### src/rtl/punct_conv_pkg.sv
package punct_conv_pkg;
    typedef enum logic {
        ST_ACCEPT = 1'b0,
        ST_EXTRA  = 1'b1
    } pce_state_e;

    localparam int DEF_CL   = 8;
    localparam int DEF_PLEN = 2;
endpackage

### src/rtl/pce_shift.sv
module pce_shift #(
    parameter int                         CL     = 8,
    parameter logic [1:0][CL-1:0]         GENS   = {8'b10100111, 8'b11111001}
) (
    input  logic       clk,
    input  logic       rst_n,
    input  logic       shift_en,
    input  logic       din,
    output logic [1:0] code
);
    localparam int MW = CL - 1;

    logic [MW-1:0] hist_q;
    logic [CL-1:0] window;

    // bit 0 is the current input, bit k the input accepted k bits ago
    assign window = {hist_q, din};

    for (genvar b = 0; b < 2; b++) begin : g_branch
        assign code[b] = ^(GENS[b] & window);
    end

    always_ff @(posedge clk) begin
        if (!rst_n)
            hist_q <= '0;
        else if (shift_en)
            hist_q <= window[MW-1:0];
    end
endmodule

### src/rtl/pce_phase.sv
module pce_phase #(
    parameter int PLEN = 2,
    localparam int PW  = (PLEN > 1) ? $clog2(PLEN) : 1
) (
    input  logic          clk,
    input  logic          rst_n,
    input  logic          step,
    output logic [PW-1:0] phase
);
    localparam logic [PW-1:0] LAST = PW'(PLEN - 1);

    always_ff @(posedge clk) begin
        if (!rst_n)
            phase <= '0;
        else if (step)
            phase <= (phase == LAST) ? '0 : phase + 1'b1;
    end
endmodule

### src/rtl/punct_conv_enc.sv
module punct_conv_enc
    import punct_conv_pkg::*;
#(
    parameter int              CL     = DEF_CL,
    parameter int              PLEN   = DEF_PLEN,
    parameter logic [CL-1:0]   GEN_A  = 8'b11111001,
    parameter logic [CL-1:0]   GEN_B  = 8'b10100111,
    parameter logic [PLEN-1:0] KEEP_A = 2'b11,
    parameter logic [PLEN-1:0] KEEP_B = 2'b01
) (
    input  logic       clk,
    input  logic       rst_n,
    input  logic       dual_mode,
    input  logic       in_valid,
    input  logic       in_bit,
    output logic       in_ready,
    output logic       out_valid,
    output logic [1:0] out_data
);
    localparam int PW = (PLEN > 1) ? $clog2(PLEN) : 1;

    pce_state_e    state_q, state_d;
    logic [PW-1:0] phase_q;
    logic [1:0]    code;
    logic          accept;
    logic          keep_a, keep_b;
    logic [1:0]    new_bits;
    logic [1:0]    new_cnt;
    logic          stash_q, stash_d;
    logic          hold_q, hold_d;
    logic          hold_v_q, hold_v_d;
    logic          ov_d;
    logic [1:0]    od_d;

    assign in_ready = dual_mode || (state_q == ST_ACCEPT);
    assign accept   = in_valid && in_ready;
    assign keep_a   = KEEP_A[phase_q];
    assign keep_b   = KEEP_B[phase_q];

    pce_shift #(.CL(CL), .GENS({GEN_B, GEN_A})) u_shift (
        .clk      (clk),
        .rst_n    (rst_n),
        .shift_en (accept),
        .din      (in_bit),
        .code     (code)
    );

    pce_phase #(.PLEN(PLEN)) u_phase (
        .clk   (clk),
        .rst_n (rst_n),
        .step  (accept),
        .phase (phase_q)
    );

    // surviving bits of the current codeword, earliest in bit 0
    always_comb begin
        new_bits = 2'b00;
        new_cnt  = 2'd0;
        if (keep_a && keep_b) begin
            new_bits = code;
            new_cnt  = 2'd2;
        end else if (keep_a) begin
            new_bits = {1'b0, code[0]};
            new_cnt  = 2'd1;
        end else if (keep_b) begin
            new_bits = {1'b0, code[1]};
            new_cnt  = 2'd1;
        end
    end

    // next state and next outputs
    always_comb begin
        state_d  = state_q;
        stash_d  = stash_q;
        hold_d   = hold_q;
        hold_v_d = hold_v_q;
        ov_d     = 1'b0;
        od_d     = 2'b00;
        if (!dual_mode) begin
            unique case (state_q)
                ST_ACCEPT: begin
                    if (accept && new_cnt != 2'd0) begin
                        ov_d = 1'b1;
                        od_d = {1'b0, new_bits[0]};
                        if (new_cnt == 2'd2) begin
                            stash_d = new_bits[1];
                            state_d = ST_EXTRA;
                        end
                    end
                end
                ST_EXTRA: begin
                    ov_d    = 1'b1;
                    od_d    = {1'b0, stash_q};
                    state_d = ST_ACCEPT;
                end
            endcase
        end else if (accept) begin
            if (hold_v_q) begin
                if (new_cnt != 2'd0) begin
                    ov_d     = 1'b1;
                    od_d     = {new_bits[0], hold_q};
                    hold_v_d = (new_cnt == 2'd2);
                    hold_d   = new_bits[1];
                end
            end else if (new_cnt == 2'd2) begin
                ov_d = 1'b1;
                od_d = new_bits;
            end else if (new_cnt == 2'd1) begin
                hold_d   = new_bits[0];
                hold_v_d = 1'b1;
            end
        end
    end

    // state register
    always_ff @(posedge clk) begin
        if (!rst_n) begin
            state_q  <= ST_ACCEPT;
            stash_q  <= 1'b0;
            hold_q   <= 1'b0;
            hold_v_q <= 1'b0;
        end else begin
            state_q  <= state_d;
            stash_q  <= stash_d;
            hold_q   <= hold_d;
            hold_v_q <= hold_v_d;
        end
    end

    // output register
    always_ff @(posedge clk) begin
        if (!rst_n) begin
            out_valid <= 1'b0;
            out_data  <= 2'b00;
        end else begin
            out_valid <= ov_d;
            out_data  <= od_d;
        end
    end
endmodule

### config.mk
export PLATFORM = sky130hd
export DESIGN_NAME = punct_conv_enc
export DESIGN_NICKNAME = d
export VERILOG_FILES = /design/src/rtl/punct_conv_pkg.sv /design/src/rtl/pce_shift.sv /design/src/rtl/pce_phase.sv /design/src/rtl/punct_conv_enc.sv
export SDC_FILE = /design/constraint.sdc
export NUM_CORES = 1
export LEC_CHECK = 0
export ABC_AREA = 1
export BUFFER_PORTS_ARGS = -buffer_cell sky130_fd_sc_hd__buf_4
export CORE_MARGIN = 2
export CORE_UTILIZATION = 50
export CTS_CLUSTER_DIAMETER = 60
export DETAILED_ROUTE_END_ITERATION = 8
export HOLD_SLACK_MARGIN = 0.02
export PLACE_DENSITY = 0.78
export SLEW_MARGIN = 20
export SYNTH_ARGS = -nofsm -noshare
export SYNTH_HDL_FRONTEND = slang
export SYNTH_SLANG_ARGS = --single-unit
### constraint.sdc
create_clock -name clk -period 1.2 [get_ports clk]
set_clock_uncertainty 0.2 [all_clocks]
set_input_delay 0.3 -clock clk [delete_from_list [all_inputs] [get_ports clk]]
set_output_delay 0.3 -clock clk [all_outputs]
set_load 0.02 [all_outputs]
==> out/qor.yml, run 1 <==
status:
  status: "finished with violations"
  violations: "negative setup slack"
floorplanning:
  die_area_um2: 2025
  core_area_um2: 1541
  start_util: 0.5455
  die_h_um: 45.01
  die_w_um: 45.01
  rows: 14
  io_pins: 9
routing:
  wl_per_cell_um: 10.74
  final_antenna_net_count: 0
  post-route-drc-count: 0
  via_count: 826
  viasPerCell: 4.917
  drt_iter0_markers: 8
  wl_um: 1804
  firstDrtPassIters: 4
grt:
  grt_max_degree: 17
  grt_pass1_wl_um: 2904
  antenna_found_initial: 0
  grt.total_usage: 0.1993
  first_global_vias: 707
  overflow: 0
critical_path:
  critPathLaunchType: "flip-flop"
  cp.arrival_ps: 1350
  max_stage_delay_ps: 340
  critPathSlowestCell: "dfxtp_2"
  worst-path-buf-inv: 3
  path_cells: "buf_6 > nand2_2 > nand2_2 > inv_2 > nand2_1 > nand3_1 > nand2_2 > nand2_1 > nand3_1 > nand2_1 > inv_1"
  crit_path_end_kind: "flip-flop"
  crit_family: "simple AND/OR/NAND/NOR gates"
  cp_max_fo: 6
  cp.required_ps: 1190
  crit_type: "flip-flop to flip-flop"
yosys:
  yosys_warnings: 0
  synth_area_leaders: "dfxtp_1 (36%), nand2_1 (17%), inv_1 (8.5%)"
  synthTopCellsByCount: "nand2_1 (38), inv_1 (19), dfxtp_1 (15)"
  yosysSeqAreaShare: 0.3571
  synth_cells: 128
  synth.net_count: 135
  synth_most_common_cell: "nand2_1"
  netlist.area_leader.share: 0.3571
  syn_area_um2: 840.8
  syn_area_per_cell_um2: 6.569
  synth_edf_count: 0
  synth_seq_cells: 15
  synthDistinctLibCells: 19
  yosys.area.top_type: "dfxtp_1"
  async_flop_share: 0
  ys.flop_type: "dfxtp_1"
finish:
  drive_gt1_frac: 0.4013
  fillers: 103
  antenna_cells: 0
  fin_cells: 168
  synthToLayoutAreaGrowth_pct: 38.09
  nets: 160
  post-route-util: 0.7532
timing:
  worstMarginPinSlew_ps: 261.9
  whs_ps: 97.15
  slew_violations: 0
  max-slew-margin-rel: 0.8241
  layout_setup_ws_ps: -155.4
  min_period_ps: 1355
  hold_viol: 0
  rsz0062_at_grt: "yes"
  max_clock_freq_mhz: 737.8
  finalSetupViolations: 17
  finalCritPeriodShare: 1.129
clock_network:
  clkTransAtPathRegs_ps: 80
  numCtsBuffers: 3
  hold_buffers: 0
  htree_levels: 1
  cts_root_buffer: "clkbuf_4"
  clock-sinks: 15
  clockBufferDepth: 2
  clkLatencyLatePin_ps: 290
  cts_tree: "yes"
placed_design:
  place_inst: 160
  place_congestion: 0.8033
  port_buffers: 8
  place_ws_ps: -227.0
  dpl.hpwl_um: 1264
pwr:
  powerDensity_nw_per_um2: 1041
  vdd_drop_max_mv: 0.7916
  p_leak_uw: 0.0005797
hold_path:
  min_path_type: "input pin to flip-flop"
run:
  drv_cap: 0
-- path summary, 6_finish.rpt --
path	endpoint	startpoint	cells past startpoint	slack (ps)
setup / recovery	hold_q$_SDFFE_PN0P_	u_shift.hist_q[4]$_SDFFE_PN0P_	11	-160
hold reg to reg	u_shift.hist_q[1]$_SDFFE_PN0P_	u_shift.hist_q[1]$_SDFFE_PN0P_	2	300
setup reg to reg	hold_q$_SDFFE_PN0P_	u_shift.hist_q[4]$_SDFFE_PN0P_	11	-160
hold / removal	state_q$_SDFFE_PN0N_	dual_mode	3	100
-- timing repair --
action / CTS / global route
setup endpoints to repair: 10 / 18
pin swaps: 8 / 7
buffers inserted: 1 / 2
resized for setup: 25 / 16
gates cloned: 0 / 1
-- registers in the layout, summed over array words and instances (netlist names) --
register and cells:
hold_q 1, hold_v_q 1, out_data 2, out_valid 1, stash_q 1, state_q 1, u_phase.phase 1, u_shift.hist_q 7
-- layout by cell type, fill, tap and decap left out, drive strengths merged, types with 2 or more instances in the layout --
cell and count:
a21oi 11, buf 23, clkbuf 5, dfxtp 15, ha 2, inv 21, nand2 41, nand3 8
nor2 10, o21ai 11, xnor2 3
-- kinds of logic (layout without fill, tap and decap cells) --
logic type / after synthesis / in the layout / share of synthesized area
compound gates: 23 / 23 / 0.1384
xor+xnor: 4 / 4 / 0.04167
fa+ha+maj: 2 / 2 / 0.02976
buf+inv: 25 / 49 / 0.1309
flops: 15 / 15 / 0.3571
simple gates: 59 / 59 / 0.3021
-- stage by stage --
step / total power, uW / area (um^2) / TNS (ps)
after global placement: 859.5 / 994.7 / -1916
after floorplan: 777.5 / 855.8 / -272.1
after CTS: 1177 / 1075 / -938.8
after detailed placement: 868.9 / 994.7 / -2354
final: 1209 / 1161 / -1093
after global routing: 1296 / 1161 / -2175
-- where the power goes --
part           switching [uW]  internal, uW
clock network             150           129
logic                     189           170
registers                34.7           536
-- worst min-delay path, cell delays in order --
cell,delay (ps)
buf_4,110
nand2_1,80
a21oi_2,50
-- area by class of cell --
class / count / area (um^2) / share of cell area
Timing Repair Buffer: 24 / 236.5 / 0.2037
Clock buffer: 4 / 26.28 / 0.02263
Tap cell: 16 / 20.02 / 0.01724
Multi-Input combinational cell: 88 / 483.0 / 0.4159
Sequential cell: 15 / 316.6 / 0.2726
Inverter: 21 / 78.83 / 0.06789
-- per-layer routing --
metal  GRT usage  wire length, um
met1      0.2500              828
met2      0.3229              901
met3     0.07200               55
met4     0.05294               19
met5           0                0
Power figures use the tool's default switching activity.
==> run 2, diff against run 1 <==
- PLACE_DENSITY: 0.78 -> 0.8
==> out/qor.yml, run 2 (synthesis gave the netlist of run 1 again) <==
status:
  status: "finished with violations"
  violations: "negative setup slack"
floorplanning:
  start_util: 0.5455  # unchanged
  io_pins: 9  # unchanged
  rows: 14  # unchanged
  die_area_um2: 2025  # unchanged
  core_area_um2: 1541  # unchanged
  die_h_um: 45.01  # unchanged
  die_w_um: 45.01  # unchanged
finish:
  final_cell_mix: "nand2_1 (28), buf_4 (14), inv_1 (13), a21oi_1 (10), nand2_2 (10)"
  post-route-util: 0.7500  # -0.003247
  largestRegisters: "u_shift.hist_q (7), out_data (2)"
  antenna_cells: 0  # unchanged
  drive_gt1_frac: 0.4564  # +0.05506
  synthToLayoutAreaGrowth_pct: 37.50
  fillers: 125  # +21%
  top_register: "u_shift.hist_q"
  final_cell_area_um2: 1156  # -0.43%
  fin_cells: 165  # -1.8%
  nets: 157  # -1.9%
  largest_reg_flops: 7  # unchanged
  final_common_cell: "nand2_1"
routing:
  firstDrtPassIters: 4  # unchanged
  post-route-drc-count: 0  # unchanged
  final_antenna_net_count: 0  # unchanged
  wl_per_cell_um: 11.55  # +7.6%
  drt_iter0_markers: 14  # +6
  viasPerCell: 5.067  # +3.1%
  via_count: 836  # +1.2%
  wl_um: 1906  # +5.7%
critical_path:
  cp.required_ps: 1230  # +40 ps
  path_cells: "buf_6 > xnor2_2 > nand2_1 > nand3_2 > nand2_2 > nand3_1 > nand2_1 > nand2_1 > nand2_1"
  max_stage_delay_ps: 370  # +30 ps
  critPathLaunchType: "flip-flop"
  critPathSlowestCell: "dfxtp_4"
  cp.arrival_ps: 1450  # +100 ps
  crit_type: "flip-flop to flip-flop"
  worst-path-buf-inv: 1  # -2
  cp_max_fo: 4  # -2
  crit_path_end_kind: "flip-flop"
  cpMostUsedCell: "nand2_1"
  crit_family: "simple AND/OR/NAND/NOR gates"
run:
  drv_cap: 0  # unchanged
placed_design:
  dpl.hpwl_um: 1295  # +2.4%
  port_buffers: 8  # unchanged
  dpl_cell_area_um2: 1002  # +0.75%
  place_inst: 161  # +0.63%
  place_ws_ps: -240.7  # -13.67 ps
  place_congestion: 0.8344  # +3.9%
clock_network:
  hold_buffers: 0  # unchanged
  cts_tree: "yes"
  cts_root_buffer: "clkbuf_4"
  htree_levels: 1  # unchanged
  clockBufferDepth: 2  # unchanged
  clkTransAtPathRegs_ps: 90  # about the same
  numCtsBuffers: 3  # unchanged
  clkLatencyLatePin_ps: 280  # about the same
  clock-sinks: 15  # unchanged
  post_cts_buffers: 0  # -1
timing:
  finalSetupViolations: 8  # -9
  hold_viol: 0  # unchanged
  slew_violations: 0  # unchanged
  min_period_ps: 1418  # +62.84 ps
  rsz0062_at_grt: "yes"
  layout_setup_ws_ps: -218.2  # -62.84 ps
  max-slew-margin-rel: 0.8532  # +0.02910
  finalCritPeriodShare: 1.182  # +0.05237
  max_clock_freq_mhz: 705.1  # -4.4%
  worstMarginPinSlew_ps: 219.1  # -42.84 ps
grt:
  overflow: 0  # unchanged
  grt.total_usage: 0.2066  # +0.007301
  antenna_found_initial: 0  # unchanged
  first_global_vias: 787  # +11%
  grt_pass1_wl_um: 2987  # +2.9%
  grt_max_degree: 17  # unchanged
hold_path:
  min_path_type: "input pin to flip-flop"
pwr:
  vdd_drop_max_mv: 0.6877  # -13%
  powerDensity_nw_per_um2: 1067  # +2.4%
  p_leak_uw: 0.0005822  # +0.42%
  p_total_uw: 1233  # +2.0%
## run 2: path summary, 6_finish.rpt
| check | cells after the start | end | slack (ps) | startpoint |
|---|---|---|---|---|
| hold / removal | 3 | state_q$_SDFFE_PN0N_ | 80 | dual_mode |
| setup reg to reg | 9 | out_data[0]$_SDFF_PN0_ | -220 | u_shift.hist_q[4]$_SDFFE_PN0P_ |
| setup / recovery | 9 | out_data[0]$_SDFF_PN0_ | -220 | u_shift.hist_q[4]$_SDFFE_PN0P_ |
| hold reg to reg | 2 | u_shift.hist_q[0]$_SDFFE_PN0P_ | 290 | u_shift.hist_q[0]$_SDFFE_PN0P_ |
## run 2: layer usage
metal | vias to the layer above | part of all wire | GRT usage
li1 | 436 | - | -
met1 | 377 | 0.44 | 0.2400
met2 | 17 | 0.50 | 0.3629
met3 | 6 | 0.030 | 0.02400
met4 | 0 | 0.027 | 0.1176
met5 | - | 0 | 0
## run 2: area by class of cell
class                           count  area, um^2  share of cell area
Clock buffer                        3       22.52             0.01948
Clock inverter                      1       5.005            0.004329
Inverter                           21       78.83             0.06818
Multi-Input combinational cell     88       515.5              0.4459
Sequential cell                    15       321.6              0.2781
Tap cell                           16       20.02             0.01732
Timing Repair Buffer               21       192.7              0.1667
## run 2: where the power goes
group          internal [uW]  switching [uW]  total [uW]
logic                    167             198         365
clock network            124             168         292
registers                536            39.9         576
total                    827             406        1230
## run 2: through the flow
step                      setup TNS [ps]  hold WS (ps)
final                              -1010         82.55
after global routing               -1448         116.5
after CTS                         -866.5         70.41
after detailed placement           -2506         277.8
after global placement             -1906         269.6
after floorplan                   -272.1         238.4
## run 2: worst register-to-register path: stages, from the launching register on
cell and delay, ps:
dfxtp_4 370, buf_6 130, xnor2_2 120, nand2_1 100, nand3_2 100, nand2_2 110, nand3_1 70, nand2_1 60
nand2_1 50, nand2_1 50
## run 2: timing repair
action / 4_1_cts / 5_1_grt
gates resized for setup: 18 / 32
setup endpoints to repair: 12 / 18
pin swaps: 5 / 17
